==> src/rtl/radio_mode_pkg.sv <==
package radio_mode_pkg;
  typedef enum logic [2:0] {
    MODE_POR  = 3'd0,
    MODE_OFF  = 3'd1,
    MODE_IDLE = 3'd2,
    MODE_WARM = 3'd3,
    MODE_RX   = 3'd4,
    MODE_TX   = 3'd5
  } radio_mode_e;
endpackage

==> src/rtl/ce_hold_timer.sv <==
// Counts consecutive high samples of chip-enable; qualifies once more than
// HOLD_TICKS samples have been seen and the line is still high.
module ce_hold_timer #(
  parameter int HOLD_TICKS = 10
) (
  input  logic clk,
  input  logic rst_n,
  input  logic ce,
  output logic ce_qualified
);
  localparam int CW = $clog2(HOLD_TICKS + 1);
  localparam logic [CW-1:0] SAT = CW'(HOLD_TICKS);

  logic [CW-1:0] hold_cnt;

  always_ff @(posedge clk or negedge rst_n) begin
    if (!rst_n) begin
      hold_cnt <= '0;
    end else if (!ce) begin
      hold_cnt <= '0;
    end else if (hold_cnt != SAT) begin
      hold_cnt <= hold_cnt + CW'(1);
    end
  end

  assign ce_qualified = ce && (hold_cnt == SAT);
endmodule

==> src/rtl/tx_dwell_guard.sv <==
// Measures one uninterrupted transmit stretch and flags it past the limit.
module tx_dwell_guard #(
  parameter int LIMIT_TICKS = 4000
) (
  input  logic clk,
  input  logic rst_n,
  input  logic in_tx,
  output logic over_limit
);
  localparam int DW = $clog2(LIMIT_TICKS + 1);
  localparam logic [DW-1:0] LIM = DW'(LIMIT_TICKS);

  logic [DW-1:0] dwell_cnt;

  always_ff @(posedge clk or negedge rst_n) begin
    if (!rst_n) begin
      dwell_cnt <= '0;
    end else if (!in_tx) begin
      dwell_cnt <= '0;
    end else if (dwell_cnt != LIM) begin
      dwell_cnt <= dwell_cnt + DW'(1);
    end
  end

  assign over_limit = in_tx && (dwell_cnt == LIM);
endmodule

==> src/rtl/rx_admit.sv <==
// Per-packet admission: push into a free RX slot, otherwise discard.
module rx_admit (
  input  logic in_rx,
  input  logic pkt_valid,
  input  logic q_full,
  output logic push,
  output logic drop
);
  always_comb begin
    push = in_rx && pkt_valid && !q_full;
    drop = in_rx && pkt_valid && q_full;
  end
endmodule

==> src/rtl/mode_fsm.sv <==
// Mode sequencer. pkt_active marks a packet in flight while in transmit;
// with it clear, transmit is in its turnaround cycle.
module mode_fsm
  import radio_mode_pkg::*;
(
  input  logic        clk,
  input  logic        rst_n,
  input  logic        pwr_up,
  input  logic        prim_rx,
  input  logic        ce,
  input  logic        ce_qualified,
  input  logic        txq_empty,
  input  logic        pkt_done,
  output radio_mode_e state,
  output logic        pop
);
  radio_mode_e state_n;
  logic        active_q, active_n;

  always_comb begin
    state_n  = state;
    active_n = active_q;
    pop      = 1'b0;
    if (!pwr_up) begin
      state_n  = MODE_OFF;
      active_n = 1'b0;
    end else begin
      unique case (state)
        MODE_POR:  state_n = MODE_OFF;
        MODE_OFF:  state_n = MODE_IDLE;
        MODE_IDLE: begin
          if (ce && prim_rx) begin
            state_n = MODE_RX;
          end else if (!prim_rx && !txq_empty && ce_qualified) begin
            state_n  = MODE_TX;
            active_n = 1'b1;
          end
        end
        MODE_WARM: begin
          if (!ce) begin
            state_n = MODE_IDLE;
          end else if (!txq_empty) begin
            state_n  = MODE_TX;
            active_n = 1'b1;
          end
        end
        MODE_RX: begin
          if (!ce) state_n = MODE_IDLE;
        end
        MODE_TX: begin
          if (active_q) begin
            if (pkt_done) begin
              pop      = 1'b1;
              active_n = 1'b0;
              if (!ce) state_n = MODE_IDLE;
            end
          end else begin
            if (!ce) begin
              state_n = MODE_IDLE;
            end else if (txq_empty) begin
              state_n = MODE_WARM;
            end else begin
              active_n = 1'b1;
            end
          end
        end
        default: begin
          state_n  = MODE_OFF;
          active_n = 1'b0;
        end
      endcase
    end
  end

  always_ff @(posedge clk or negedge rst_n) begin
    if (!rst_n) begin
      state    <= MODE_POR;
      active_q <= 1'b0;
    end else begin
      state    <= state_n;
      active_q <= active_n;
    end
  end
endmodule

==> src/rtl/radio_mode_ctrl.sv <==
module radio_mode_ctrl
  import radio_mode_pkg::*;
#(
  parameter int CE_HOLD_TICKS  = 10,
  parameter int TX_LIMIT_TICKS = 4000
) (
  input  logic       clk,
  input  logic       rst_n,
  input  logic       cfg_pwr_up,
  input  logic       cfg_prim_rx,
  input  logic       ce,
  input  logic       txq_empty,
  input  logic       rxq_full,
  input  logic       tx_pkt_done,
  input  logic       rx_pkt_valid,
  output logic [2:0] mode,
  output logic       txq_pop,
  output logic       rxq_push,
  output logic       rx_drop,
  output logic       pll_en,
  output logic       osc_en,
  output logic       tx_dwell_viol
);
  radio_mode_e state;
  logic        ce_ok;

  ce_hold_timer #(.HOLD_TICKS(CE_HOLD_TICKS)) u_ce_timer (
    .clk(clk), .rst_n(rst_n), .ce(ce), .ce_qualified(ce_ok)
  );

  mode_fsm u_fsm (
    .clk(clk), .rst_n(rst_n), .pwr_up(cfg_pwr_up), .prim_rx(cfg_prim_rx),
    .ce(ce), .ce_qualified(ce_ok), .txq_empty(txq_empty),
    .pkt_done(tx_pkt_done), .state(state), .pop(txq_pop)
  );

  tx_dwell_guard #(.LIMIT_TICKS(TX_LIMIT_TICKS)) u_dwell (
    .clk(clk), .rst_n(rst_n), .in_tx(state == MODE_TX),
    .over_limit(tx_dwell_viol)
  );

  rx_admit u_rx_admit (
    .in_rx(state == MODE_RX), .pkt_valid(rx_pkt_valid), .q_full(rxq_full),
    .push(rxq_push), .drop(rx_drop)
  );

  always_comb begin
    mode   = state;
    pll_en = (state == MODE_RX) || (state == MODE_TX);
    osc_en = (state == MODE_IDLE) || (state == MODE_WARM) || pll_en;
  end
endmodule

==> config.mk <==
export PLATFORM = sky130hd
export DESIGN_NAME = radio_mode_ctrl
export DESIGN_NICKNAME = d
export VERILOG_FILES = /design/src/rtl/radio_mode_pkg.sv /design/src/rtl/ce_hold_timer.sv /design/src/rtl/tx_dwell_guard.sv /design/src/rtl/rx_admit.sv /design/src/rtl/mode_fsm.sv /design/src/rtl/radio_mode_ctrl.sv
export SDC_FILE = /design/constraint.sdc
export NUM_CORES = 1
export LEC_CHECK = 0
export BUFFER_PORTS_ARGS = -buffer_cell sky130_fd_sc_hd__clkbuf_2
export CAP_MARGIN = 25
export CORE_MARGIN = 4
export CORE_UTILIZATION = 30
export CTS_CLUSTER_SIZE = 28
export DETAILED_ROUTE_END_ITERATION = 7
export PLACE_DENSITY_LB_ADDON = 0.08
export SETUP_SLACK_MARGIN = 0.4
export SYNTH_ARGS = -nofsm -noshare
export SYNTH_HDL_FRONTEND = slang
export SYNTH_SLANG_ARGS = --single-unit
==> constraint.sdc <==
create_clock -name clk -period 2.2 [get_ports clk]
set_clock_uncertainty 0.05 [all_clocks]
set_input_delay 0 -clock clk [delete_from_list [all_inputs] [get_ports clk]]
set_output_delay 0 -clock clk [all_outputs]
set_load 0.02 [all_outputs]
# Word-level counts from Yosys, hierarchy flattened
# Index checks and enable logic that the tools add are counted.
[totals]
reg_bits = 20
latchBits = 0
ramBits = 0
mem_bits_ro = 0
in_bits = 9
word_cells = 73
n_memories = 0
[op_classes]
add_sub_neg = 2
multipliers = 0
div_mod_pow = 0
order_cmp = 0
n_eq_ne = 20
shifts = 0
muxes = 29
bitwise = 0
reduce_logical = 18
[op_table]
columns = ["cell", "n"]
rows = [
  ["$mux W3", 10],
  ["$mux W12", 2],
  ["$pmux W3 S5", 1],
  ["$mux W1", 13],
  ["$add A12 B1 Y12 const B", 1],
  ["$eq A12 B12 Y1 const B", 1],
  ["$ne A12 B12 Y1 const B", 1],
  ["$ne A4 B4 Y1 const B", 3],
  ["$ne A3 B3 Y1 const B", 3],
  ["$logic_and A1 B1 Y1", 8],
  ["$mux W4", 2],
  ["$eq A3 B2 Y1 const B", 2],
  ["$eq A3 B3 Y1 const B", 2],
  ["$ne A5 B5 Y1 const B", 1],
  ["$reduce_and A5 Y1", 1],
  ["$add A4 B1 Y4 const B", 1],
  ["$eq A4 B4 Y1 const B", 1],
  ["$ne A2 B2 Y1 const B", 2],
  ["$ne A4 B2 Y1 const B", 1],
  ["$pmux W1 S4", 1],
  ["$reduce_and A4 Y1", 1],
  ["$eq A3 B1 Y1 const B", 1],
  ["$logic_not A1 Y1", 3],
  ["$logic_not A3 Y1", 1],
  ["4 further kinds", 6],
]

# Depth between registers and ports, before layout
[logic_depth]
depth_word = 7
mapped_depth = 7

# By module
# From an unflattened synthesis, not the netlist that was laid out.
[unflattened]
hier_cells = 148
area_unflattened_um2 = 1387.6
[by_module_without_submodules]
columns = ["module", "instances", "cells_each", "area_per_inst_um2"]
rows = [
  ["tx_dwell_guard", 1, 69, 655.6],
  ["mode_fsm", 1, 51, 457.9],
  ["ce_hold_timer", 1, 21, 221.5],
  ["radio_mode_ctrl", 1, 5, 36.3],
  ["rx_admit", 1, 2, 16.3],
]

# Least setup slack after synthesis
# No wires, ideal clock.
[synth_path]
path_type = "reg2out"
startpoint = "register u_fsm.state[2]"
endpoint = "output port rxq_push"
arrival_ns = 1.894
required_ns = 2.150
slack_ns = 0.256
path_stages_with_launch = 4
cell_sequence = "dfrtp_1 -> nor2b_1 -> clkbuf_1 -> nor4bb_1"
[synth_via]
elab_chain_len = 3
[synth_rtl]
columns = ["element", "line_no", "rtl"]
rows = [
  ["start: declaration", "mode_fsm.sv:14", "output radio_mode_e state,"],
  ["start signal: assignment", "mode_fsm.sv:80", "state <= state_n;"],
  ["$eq A3 B3 Y1", "radio_mode_ctrl.sv:43", ".in_rx(state == MODE_RX), .pkt_valid(rx_pkt_valid), .q_full(rxq_full),"],
  ["$logic_and A1 B1 Y1 (2 in a row)", "rx_admit.sv:10", "push = in_rx && pkt_valid && !q_full;"],
  ["end: declaration", "radio_mode_ctrl.sv:18", "output logic rxq_push,"],
]
# Every way passes these cells.

# Final worst setup path
[layout_path]
startpoint = "register u_dwell.dwell_cnt[6]"
endpoint = "output port tx_dwell_viol"
[layout_via]
elab_chain_len = 2
[layout_rtl]
columns = ["element", "line_no", "rtl"]
rows = [
  ["start: declaration", "tx_dwell_guard.sv:13", "logic [DW-1:0] dwell_cnt;"],
  ["start signal: assignment", "tx_dwell_guard.sv:21", "dwell_cnt <= dwell_cnt + DW'(1);"],
  ["$eq A12 B12 Y1", "tx_dwell_guard.sv:25", "assign over_limit = in_tx && (dwell_cnt == LIM);"],
  ["$logic_and A1 B1 Y1", "tx_dwell_guard.sv:25", ""],
  ["end: declaration", "radio_mode_ctrl.sv:22", "output logic tx_dwell_viol"],
]
# Every way passes these cells.

==> metrics.csv <==
stage,metric,value,unit
layout,"commonest non-fill, non-tap cell in the layout",dfrtp_1,
layout,fillers,394,
floorplanning,Cell Rows,22,
worst_hold_path,hold path startpoint,ce,
route,DR iter-0 viols,42,
sta,unrepaired setup endpoints after global routing,true,
logic_synthesis,Adder-Cell Fraction of Synth Area,4.18,%
layout,share of layout cells above drive strength 1,22.3,%
worst_setup_path,CP Capture Type,primary output,
power_and_ir_drop,clock power share,26.6,%
global_routing,grt ovf,0,
route,ANT nets after route,0,
logic_synthesis,"Seq/Total Area, Yosys",41.8,%
worst_setup_path,CP Class,reg2out,
floorplanning,Ports,18,
clocking,Max clock buf depth,2,
route,DRT Pass-1 Iters,4,
power_and_ir_drop,total net switching power,0.000373,W
worst_setup_path,crit-path max FO,3,
sta,setup_tns,0,ns
logic_synthesis,Post-synth EDFFs,0,
worst_setup_path,worst r2r dst,u_dwell.dwell_cnt[1],
logic_synthesis,ys async rst share,100,%
global_routing,largest net degree at the start of global routing,21,
global_routing,global routing usage on met1,14.1,%
clocking,"CTS clk-pin slew, worst paths",0.08,ns
power_and_ir_drop,Int Pwr,0.000691,W
layout,most frequent cells in the layout,"dfrtp_1, clkbuf_2, nor2_1",
power_and_ir_drop,Comb pwr share,28.6,%
logic_synthesis,largest family of logic cells by synthesized area,simple AND/OR/NAND/NOR gates,
worst_setup_path,reg2reg setup slack,0.31,ns
logic_synthesis,syn nets,148,
sta,Slew Limit Headroom,64.7,%
clocking,CTS sink cnt,20,
global_routing,met3 Use GR,2.95,%
worst_setup_path,Worst Setup Start Kind,flip-flop,
logic_synthesis,Ys Warns,0,
power_and_ir_drop,standby leakage power,0.628,nW
placed_design,HPWL Detailed,1910,um
power_and_ir_drop,Seq pwr share,44.8,%
power_and_ir_drop,Cell Pwr Density,731,nW/um2
floorplanning,Die ar.,5070,um2
logic_synthesis,synthesized area,1200,um2
placed_design,post-place setup slack,0.359,ns
logic_synthesis,synthesized instance count,135,
sta,max-slew violation count,0,
global_routing,first-pass GRT wire length,4600,um
logic_synthesis,Simple-Gate Fraction of Synth Area,26.2,%
worst_hold_path,Hold WC Path Type,in2reg,
global_routing,layer with the highest usage,met2,
clocking,Worst-Skew Late Latency,0.26,ns
layout,Area growth syn-to-layout,21.5,%
logic_synthesis,prevailing post-synth register cell,dfrtp_1,
sta,fin worst setup slack,0.282,ns
clocking,CTS Buf Count,3,
logic_synthesis,post-synthesis mux area share,0.835,%
logic_synthesis,Netlist cell types,41,
placed_design,GPL Wtd Cong,0.823,
logic_synthesis,register bit total from synthesis,20,
worst_setup_path,CP startpoint,u_dwell.dwell_cnt[6],
route,vias post-DR,1041,
sta,worst slew pin tran,0.530,ns
clocking,Root Driver,clkbuf_8,
logic_synthesis,Syn Area/Cell,8.88,um2
sta,crit share post-route,87.2,%
floorplanning,Core ar.,3770,um2
route,DRC Markers,0,
global_routing,met2 Track Usage GR,18.5,%
worst_hold_path,WHS Endpoint,u_ce_timer.hold_cnt[1],
route,routed len/inst,13.1,um
job,max-cap viol count,0,
global_routing,vias in the first global route,999,
worst_hold_path,Hold Crit Depth,2,
worst_setup_path,WP data arrival,1.87,ns
global_routing,initial antenna violation count,0,
logic_synthesis,Synth Area in XOR/XNOR,8.04,%
sta,Setup Viol. Count Final,0,
placed_design,Buffers on Ports,17,
worst_setup_path,critical path data required time,2.15,ns
worst_setup_path,worst reg-to-reg path cell count,5,
sta,top achievable clock speed,521,MHz
floorplanning,Starting Density,31.8,%
worst_setup_path,Crit Reg-Reg Startpoint,u_dwell.dwell_cnt[6],
power_and_ir_drop,Max VDD drop,0.000395,V
outcome,status,"finished, final reports clean",
global_routing,all-layer global routing usage,11.0,%
floorplanning,Die Span X,71.2,um
clocking,H-tree levels,1,
logic_synthesis,share of the synthesized area in compound gates (AO/OA/AOI/OAI),14.5,%
route,Total Wirelength,2690,um
floorplanning,die span in y,71.2,um
layout,# diodes,0,
route,vias per std cell,5.08,
sta,Final Hold Viols,0,
power_and_ir_drop,sw frac,35.0,%
layout,Nets,171,
sta,crit path time final,1.92,ns
clocking,CTS tree,yes,
## sequential cells by signal, summed over array words and instances, names as in the netlist
signal and flops:
u_ce_timer.hold_cnt 4, u_dwell.dwell_cnt 12, u_fsm.active_q 1, u_fsm.state 3
## Yosys cell counts, types with 3 or more instances
| master | instances | area [um2] |
|---|---|---|
| nand2_1 | 11 | 41.3 |
| inv_1 | 9 | 33.8 |
| nor3_1 | 4 | 20.0 |
| xnor2_1 | 8 | 70.1 |
| nor2_1 | 13 | 48.8 |
| nand3b_1 | 4 | 30.0 |
| a21oi_1 | 6 | 30.0 |
| o21ai_0 | 6 | 30.0 |
| clkbuf_1 | 4 | 15.0 |
| dfrtp_1 | 20 | 500 |
| nand3_1 | 9 | 45.0 |
| ha_1 | 4 | 50.1 |
| xor2_1 | 3 | 26.3 |
## worst max-delay path: stages, from the launching register on
cell and delay, ns:
dfrtp_1 0.40, or4_1 0.52, or4_4 0.45, nor2_2 0.09, buf_4 0.14
## per-stage QoR
stage	area, um2	util (%)	hold WS (ns)	cells	power (W)
6_report	1460	38.6	0.0798	205	0.00106
3_5_place_dp	1340	35.5	-0.0344	196	0.000776
3_3_place_gp	1340	35.5	-0.0532	196	0.000777
4_1_cts	1430	37.9	0.0758	203	0.00107
5_1_grt	1460	38.6	0.107	205	0.00114
2_1_floorplan	1210	-	-0.346	135	0.000678
## power groups by stage
stage,Clock [W],Combinational [W],Sequential (W)
final,0.000283,0.000305,0.000476
after global routing,0.000310,0.000348,0.000484
after CTS,0.000293,0.000306,0.000470
after detailed placement,0,0.000301,0.000475
after global placement,0,0.000301,0.000476
after floorplan,0,0.000212,0.000466
## cell type report
class	instances	area, um2	share of cell area [%]
Inverter	9	33.8	2.32
Tap cell	48	60.1	4.12
Timing Repair Buffer	23	138	9.45
Clock buffer	4	55.1	3.78
Sequential cell	20	503	34.5
Multi-Input combinational cell	101	667	45.8
## metal layers
layer	vias to the layer above	share of wire [%]
met3	2	3.5
li1	516	-
met5	-	0
met1	501	47
met2	22	48
met4	0	0.63
## kinds of logic (layout without fill, tap and decap cells)
| family | Yosys count | count (layout) |
|---|---|---|
| AND/OR/NAND/NOR | 59 | 59 |
| AO/OA/AOI/OAI | 26 | 26 |
| flip-flops | 20 | 20 |
| buffers and inverters | 14 | 36 |
| XOR/XNOR | 11 | 11 |
| adder cells (fa/ha/maj) | 4 | 4 |
| multiplexers | 1 | 1 |
## how the worst max path moves through the flow
stage	end	slack [ns]	depth (start not counted)
global placement	u_dwell.dwell_cnt[1]	0.39	4
floorplan	u_dwell.dwell_cnt[1]	0.44	5
global route	tx_dwell_viol	0.19	4
finish	tx_dwell_viol	0.28	4
detailed placement	u_dwell.dwell_cnt[1]	0.36	4
CTS	tx_dwell_viol	0.20	4
## timing repair
action	4_1_cts	5_1_grt
hold buffers	2	0
pin swaps	0	0
resized for setup	3	5
setup buffers	1	2
endpoints found under the hold margin	21	0
setup endpoints to repair	5	7
No activity file was read; power rests on OpenSTA's default activity.
